===== config.mk =====
export PLATFORM = sky130hd
export DESIGN_NAME = dma_trig_reqgen
export DESIGN_NICKNAME = d
export VERILOG_FILES = /design/src/rtl/reqgen_pkg.sv /design/src/rtl/rg_edge_filter.sv /design/src/rtl/rg_trig_gate.sv /design/src/rtl/rg_burst_ctr.sv /design/src/rtl/rg_ovr_flag.sv /design/src/rtl/dma_trig_reqgen.sv
export SDC_FILE = /design/constraint.sdc
export NUM_CORES = 1
export LEC_CHECK = 0
export ABC_AREA = 1
export BUFFER_PORTS_ARGS = -buffer_cell sky130_fd_sc_hd__buf_2
export CORE_ASPECT_RATIO = 1.75
export CORE_UTILIZATION = 30
export DETAILED_ROUTE_END_ITERATION = 8
export PLACE_DENSITY = 0.5
export SYNTH_ARGS = -nofsm -noshare
export SYNTH_HDL_FRONTEND = slang
export SYNTH_SLANG_ARGS = --single-unit

===== constraint.sdc =====
create_clock -name clk -period 1.7 [get_ports clk]
set_input_delay 0.34 -clock clk [delete_from_list [all_inputs] [get_ports clk]]
set_output_delay 0.34 -clock clk [all_outputs]
set_load 0.005 [all_outputs]

===== src/rtl/reqgen_pkg.sv =====
package reqgen_pkg;
   typedef enum logic [1:0] {
      POL_NONE = 2'b00,
      POL_RISE = 2'b01,
      POL_FALL = 2'b10,
      POL_BOTH = 2'b11
   } trig_pol_e;

   typedef struct packed {
      logic      en;
      logic      ovr_ie;
      trig_pol_e pol;
   } ctrl_bits_t;
endpackage


===== src/rtl/rg_edge_filter.sv =====
module rg_edge_filter #(
   parameter int SYNC_STAGES = 0,
   parameter int HOLD_CYC    = 3
) (
   input  logic clk,
   input  logic rst_n,
   input  logic lvl_i,
   output logic rise_o,
   output logic fall_o
);
   localparam int HCW = $clog2(HOLD_CYC + 1);
   localparam logic [HCW-1:0] HOLD_LAST = HCW'(HOLD_CYC - 1);

   if (HOLD_CYC < 1) begin : g_bad_hold
      $error("rg_edge_filter: HOLD_CYC must be at least 1");
   end
   if (SYNC_STAGES < 0) begin : g_bad_sync
      $error("rg_edge_filter: SYNC_STAGES must not be negative");
   end

   logic lvl_s;

   if (SYNC_STAGES > 0) begin : g_sync
      logic [SYNC_STAGES-1:0] chain_q;
      always_ff @(posedge clk or negedge rst_n) begin
         if (!rst_n) chain_q <= '0;
         else        chain_q <= {chain_q[SYNC_STAGES-2+1-1:0], lvl_i} ;
      end
      assign lvl_s = chain_q[SYNC_STAGES-1];
   end else begin : g_direct
      assign lvl_s = lvl_i;
   end

   logic           acc_q;
   logic [HCW-1:0] run_q;
   logic           rise_q, fall_q;

   always_ff @(posedge clk or negedge rst_n) begin
      if (!rst_n) begin
         acc_q  <= 1'b0;
         run_q  <= '0;
         rise_q <= 1'b0;
         fall_q <= 1'b0;
      end else begin
         rise_q <= 1'b0;
         fall_q <= 1'b0;
         if (lvl_s != acc_q) begin
            if (run_q == HOLD_LAST) begin
               acc_q  <= lvl_s;
               run_q  <= '0;
               rise_q <= lvl_s;
               fall_q <= ~lvl_s;
            end else begin
               run_q <= run_q + 1'b1;
            end
         end else begin
            run_q <= '0;
         end
      end
   end

   assign rise_o = rise_q;
   assign fall_o = fall_q;
endmodule


===== src/rtl/rg_trig_gate.sv =====
module rg_trig_gate
   import reqgen_pkg::*;
#(
   parameter int MASK_CYC = 3
) (
   input  logic      clk,
   input  logic      rst_n,
   input  logic      ctrl_we_i,
   input  logic      en_i,
   input  trig_pol_e pol_i,
   input  logic      rise_i,
   input  logic      fall_i,
   output logic      trig_o
);
   localparam int MCW = (MASK_CYC < 1) ? 1 : $clog2(MASK_CYC + 1);

   if (MASK_CYC < 0) begin : g_bad_mask
      $error("rg_trig_gate: MASK_CYC must not be negative");
   end

   logic masked;

   if (MASK_CYC > 0) begin : g_mask
      logic [MCW-1:0] mask_q;
      always_ff @(posedge clk or negedge rst_n) begin
         if (!rst_n)             mask_q <= '0;
         else if (ctrl_we_i)     mask_q <= MCW'(MASK_CYC);
         else if (mask_q != '0)  mask_q <= mask_q - 1'b1;
      end
      assign masked = ctrl_we_i | (mask_q != '0);
   end else begin : g_nomask
      assign masked = ctrl_we_i;
   end

   logic pol_hit;
   always_comb begin
      unique case (pol_i)
         POL_RISE: pol_hit = rise_i;
         POL_FALL: pol_hit = fall_i;
         POL_BOTH: pol_hit = rise_i | fall_i;
         default:  pol_hit = 1'b0;
      endcase
   end

   assign trig_o = pol_hit & en_i & ~masked;
endmodule


===== src/rtl/rg_burst_ctr.sv =====
module rg_burst_ctr #(
   parameter int CNT_W = 5
) (
   input  logic             clk,
   input  logic             rst_n,
   input  logic             kill_i,
   input  logic             trig_i,
   input  logic [CNT_W-1:0] load_i,
   input  logic             ack_i,
   output logic             req_o,
   output logic             ovr_evt_o
);
   if (CNT_W < 1) begin : g_bad_w
      $error("rg_burst_ctr: CNT_W must be at least 1");
   end

   logic             busy_q;
   logic [CNT_W-1:0] left_q;

   always_ff @(posedge clk or negedge rst_n) begin
      if (!rst_n) begin
         busy_q <= 1'b0;
         left_q <= '0;
      end else if (kill_i) begin
         busy_q <= 1'b0;
         left_q <= '0;
      end else if (trig_i && !busy_q) begin
         busy_q <= 1'b1;
         left_q <= load_i;
      end else if (busy_q && ack_i) begin
         if (left_q == '0) busy_q <= 1'b0;
         else              left_q <= left_q - 1'b1;
      end
   end

   assign req_o     = busy_q;
   assign ovr_evt_o = trig_i & busy_q & ~kill_i;
endmodule


===== src/rtl/rg_ovr_flag.sv =====
module rg_ovr_flag (
   input  logic clk,
   input  logic rst_n,
   input  logic set_i,
   input  logic clr_i,
   output logic flag_o
);
   logic flag_q;
   always_ff @(posedge clk or negedge rst_n) begin
      if (!rst_n)     flag_q <= 1'b0;
      else if (set_i) flag_q <= 1'b1;
      else if (clr_i) flag_q <= 1'b0;
   end
   assign flag_o = flag_q;
endmodule


===== src/rtl/dma_trig_reqgen.sv =====
module dma_trig_reqgen
   import reqgen_pkg::*;
#(
   parameter int CNT_W       = 5,
   parameter int HOLD_CYC    = 3,
   parameter int MASK_CYC    = 3,
   parameter int SYNC_STAGES = 0
) (
   input  logic             clk,
   input  logic             rst_n,
   input  logic             ctrl_we_i,
   input  logic             ctrl_en_i,
   input  logic [CNT_W-1:0] ctrl_cnt_i,
   input  logic [1:0]       ctrl_pol_i,
   input  logic             ctrl_ovr_ie_i,
   input  logic             clr_we_i,
   input  logic             clr_ovr_i,
   input  logic             chan_secure_i,
   input  logic             trig_i,
   output logic             dma_req_o,
   input  logic             dma_ack_i,
   output logic             ovr_flag_o,
   output logic             irq_sec_o,
   output logic             irq_nsec_o
);
   ctrl_bits_t       ctrl_q;
   logic [CNT_W-1:0] cnt_q;

   always_ff @(posedge clk or negedge rst_n) begin
      if (!rst_n) begin
         ctrl_q <= '{en: 1'b0, ovr_ie: 1'b0, pol: POL_NONE};
         cnt_q  <= '0;
      end else if (ctrl_we_i) begin
         ctrl_q <= '{en: ctrl_en_i, ovr_ie: ctrl_ovr_ie_i, pol: trig_pol_e'(ctrl_pol_i)};
         cnt_q  <= ctrl_cnt_i;
      end
   end

   logic rise, fall, trig_ok, ovr_evt, kill;

   assign kill = ctrl_we_i & ~ctrl_en_i;

   rg_edge_filter #(.SYNC_STAGES(SYNC_STAGES), .HOLD_CYC(HOLD_CYC)) u_filt (
      .clk(clk), .rst_n(rst_n), .lvl_i(trig_i), .rise_o(rise), .fall_o(fall)
   );

   rg_trig_gate #(.MASK_CYC(MASK_CYC)) u_gate (
      .clk(clk), .rst_n(rst_n), .ctrl_we_i(ctrl_we_i), .en_i(ctrl_q.en),
      .pol_i(ctrl_q.pol), .rise_i(rise), .fall_i(fall), .trig_o(trig_ok)
   );

   rg_burst_ctr #(.CNT_W(CNT_W)) u_ctr (
      .clk(clk), .rst_n(rst_n), .kill_i(kill), .trig_i(trig_ok),
      .load_i(cnt_q), .ack_i(dma_ack_i), .req_o(dma_req_o), .ovr_evt_o(ovr_evt)
   );

   rg_ovr_flag u_flag (
      .clk(clk), .rst_n(rst_n), .set_i(ovr_evt),
      .clr_i(clr_we_i & clr_ovr_i), .flag_o(ovr_flag_o)
   );

   logic irq_any;
   assign irq_any    = ovr_flag_o & ctrl_q.ovr_ie;
   assign irq_sec_o  = irq_any & chan_secure_i;
   assign irq_nsec_o = irq_any & ~chan_secure_i;
endmodule


==> metrics.txt <==
routed wire length 2.17 mm; Netlist cell types 21; Max H-tree Level 1; maximum clock rate 0.662 GHz; Initial DRC Count 19; part of the power in registers 0.558; worst r2r src u_gate.g_mask.mask_q[0]; first-pass GRT wire length 4.02 mm; RSZ-0062 raised after global routing no; setup violators final 0; total negative setup slack 0 ps; leading cell type in the layout, fill and taps excluded nand2_1; CP startpoint kind flip-flop; Pint 0.848 mW; fin worst setup slack 189 ps; Die Y 84.7 um; CTS hold repair buffers 0; max-slew violations 0; GPL Wtd Cong 0.700; CP Max Fanout 12; n_diodes 0; Setup Skew 3.86 ps; Leak 0.747 nW; sw frac 0.270; Crit path required time 1900 ps; status finished, final reports clean; pwr dens 861 nW/um2; sequential area share after synthesis 0.490; Relative slew margins 0.651; dpl hpwl 1.69 mm; all-layer global routing usage 0.123; drt pass-1 iters 4; worst-case clock buffer depth 2; Syn Std Cell Area 1170 um2; final worst-path cycle share 0.889; initial antenna violation count 0; commonest non-fill, non-tap cells in the layout 60 x nand2_1, 23 x dfrtp_1, 20 x buf_2; worst-skew pair later-pin latency 260 ps; Initial Util 0.320; Min Hold Slack 40.9 ps; post-CTS sizing 0; die width 49.3 um; Core Area 3660 um2; worst reg-to-reg path cell count 8; crit path DAT 1720 ps; worst slack, placed 195 ps; Setup CP Type reg2reg; CTS tree yes; maxcap violations 0; DR DRC count 0; area grow syn2layout 15.0%; worst-margin pin slew 523 ps; fin cells 209; Final Core Density 0.368; vias per inst 4.50; CTS root buf clkbuf_8; Post-Synthesis Cells 142; Clock transition at path regs 80 ps; Critical R2R Capture u_ctr.left_q[1]; grt total ovfl 0; Post-CTS Setup Bufs 0; number of global-route vias before repair 962; ratio of cells with drive above 1 in the final layout 0.196; Top Ports 21; Die Area 4180 um2; DRT antenna net count 0; maximum VDD drop 0.398 mV; R2R setup slack 190 ps; synth warn 0; Combinational Power Share 0.150; min Tclk post-route 1510 ps; Final nets 183; detailed-route wire length per cell 10.4 um; Hold Fails Final Rpt 0; CTS Sinks 23; row count 29; IO buf count 20; largest net degree at the start of global routing 24; power share of the clock group 0.292; vias 941; Net Switching 0.314 mW; #FFs+latches synth 23; post-synth net total 161; number of buffers created by CTS 3; Worst setup EP type flip-flop; Post-Syn Area per Cell 8.26 um2; Cell Count Post-Placement 205; HP Class in2async
layout make-up:
class | instances | area (um2)
inverter | 14 | 57.6
multi-input combinational | 102 | 514
clock buffer | 4 | 45.0
sequential | 23 | 576
tap | 46 | 57.6
fill | 395 | 2310
timing repair buffer | 20 | 100
cells in the mapped netlist:
cell	count	area, um2
nand2_1	60	225
dfrtp_1	23	576
inv_1	13	48.8
nand4_1	11	68.8
nor2_1	8	30.0
nand2_2	4	25.0
nand3_1	3	15.0
o21ai_0	3	15.0
a21oi_1	2	10.0
buf_6	2	22.5
ha_1	2	25.0
nor3_1	2	10.0
a21oi_4	1	16.3
clkbuf_1	1	3.75
inv_6	1	8.76
nand2_4	1	11.3
nand3_4	1	17.5
nand3b_1	1	7.51
nor2_8	1	20.0
xnor2_1	1	8.76
xor2_1	1	8.76
state kept, by name, indices dropped and copies added (netlist names):
name / count
cnt_q: 5
u_ctr.left_q: 5
ctrl_q: 4
u_filt.run_q: 2
u_gate.g_mask.mask_q: 2
u_ctr.req_o: 1
u_filt.acc_q: 1
u_filt.fall_o: 1
u_filt.rise_o: 1
u_flag.flag_o: 1
power groups by stage:
stage,clock (mW),sequential [mW],combinational (mW)
after floorplan,0,0.651,0.129
after global placement,0,0.658,0.177
after detailed placement,0,0.661,0.179
after CTS,0.352,0.650,0.179
after global routing,0.371,0.656,0.200
final,0.340,0.649,0.174
worst max-delay path, stage by stage (launching register included):
cell	delay (ps)
dfrtp_1	390
inv_1	60
ha_1	230
nand2_4	90
nor2_8	140
nand3_4	180
a21oi_4	220
nand2_1	80
nand2_1	60
kinds of logic after synthesis:
group	Yosys count	synth area share
XOR/XNOR	2	0.0149
AND/OR/NAND/NOR	92	0.367
buffers and inverters	17	0.0714
adder cells (fa/ha/maj)	2	0.0213
AO/OA/AOI/OAI	6	0.0352
flip-flops	23	0.490
per-stage QoR:
step           total power, mW  instance area, um2
2_1_floorplan            0.780                1170
3_3_place_gp             0.835                1310
5_1_grt                   1.23                1350
6_report                  1.16                1350
3_5_place_dp             0.840                1310
4_1_cts                   1.18                1350
how the worst max path moves through the flow:
stage                      endpoint  slack [ps]                    start
global route        u_ctr.left_q[0]          30  u_gate.g_mask.mask_q[0]
detailed placement  u_ctr.left_q[0]         190  u_gate.g_mask.mask_q[0]
global placement    u_ctr.left_q[2]         190  u_gate.g_mask.mask_q[0]
floorplan           u_ctr.left_q[2]         330  u_gate.g_mask.mask_q[0]
CTS                 u_ctr.left_q[0]         170  u_gate.g_mask.mask_q[0]
finish              u_ctr.left_q[1]         190  u_gate.g_mask.mask_q[0]
per-layer routing:
metal	track usage	part of all wire	vias to the layer above
met5	0	0	-
met4	0.0561	0.020	0
met3	0.0163	0.028	5
met2	0.220	0.53	16
met1	0.139	0.42	429
li1	-	-	491
No activity file was read; power rests on OpenSTA's default activity.
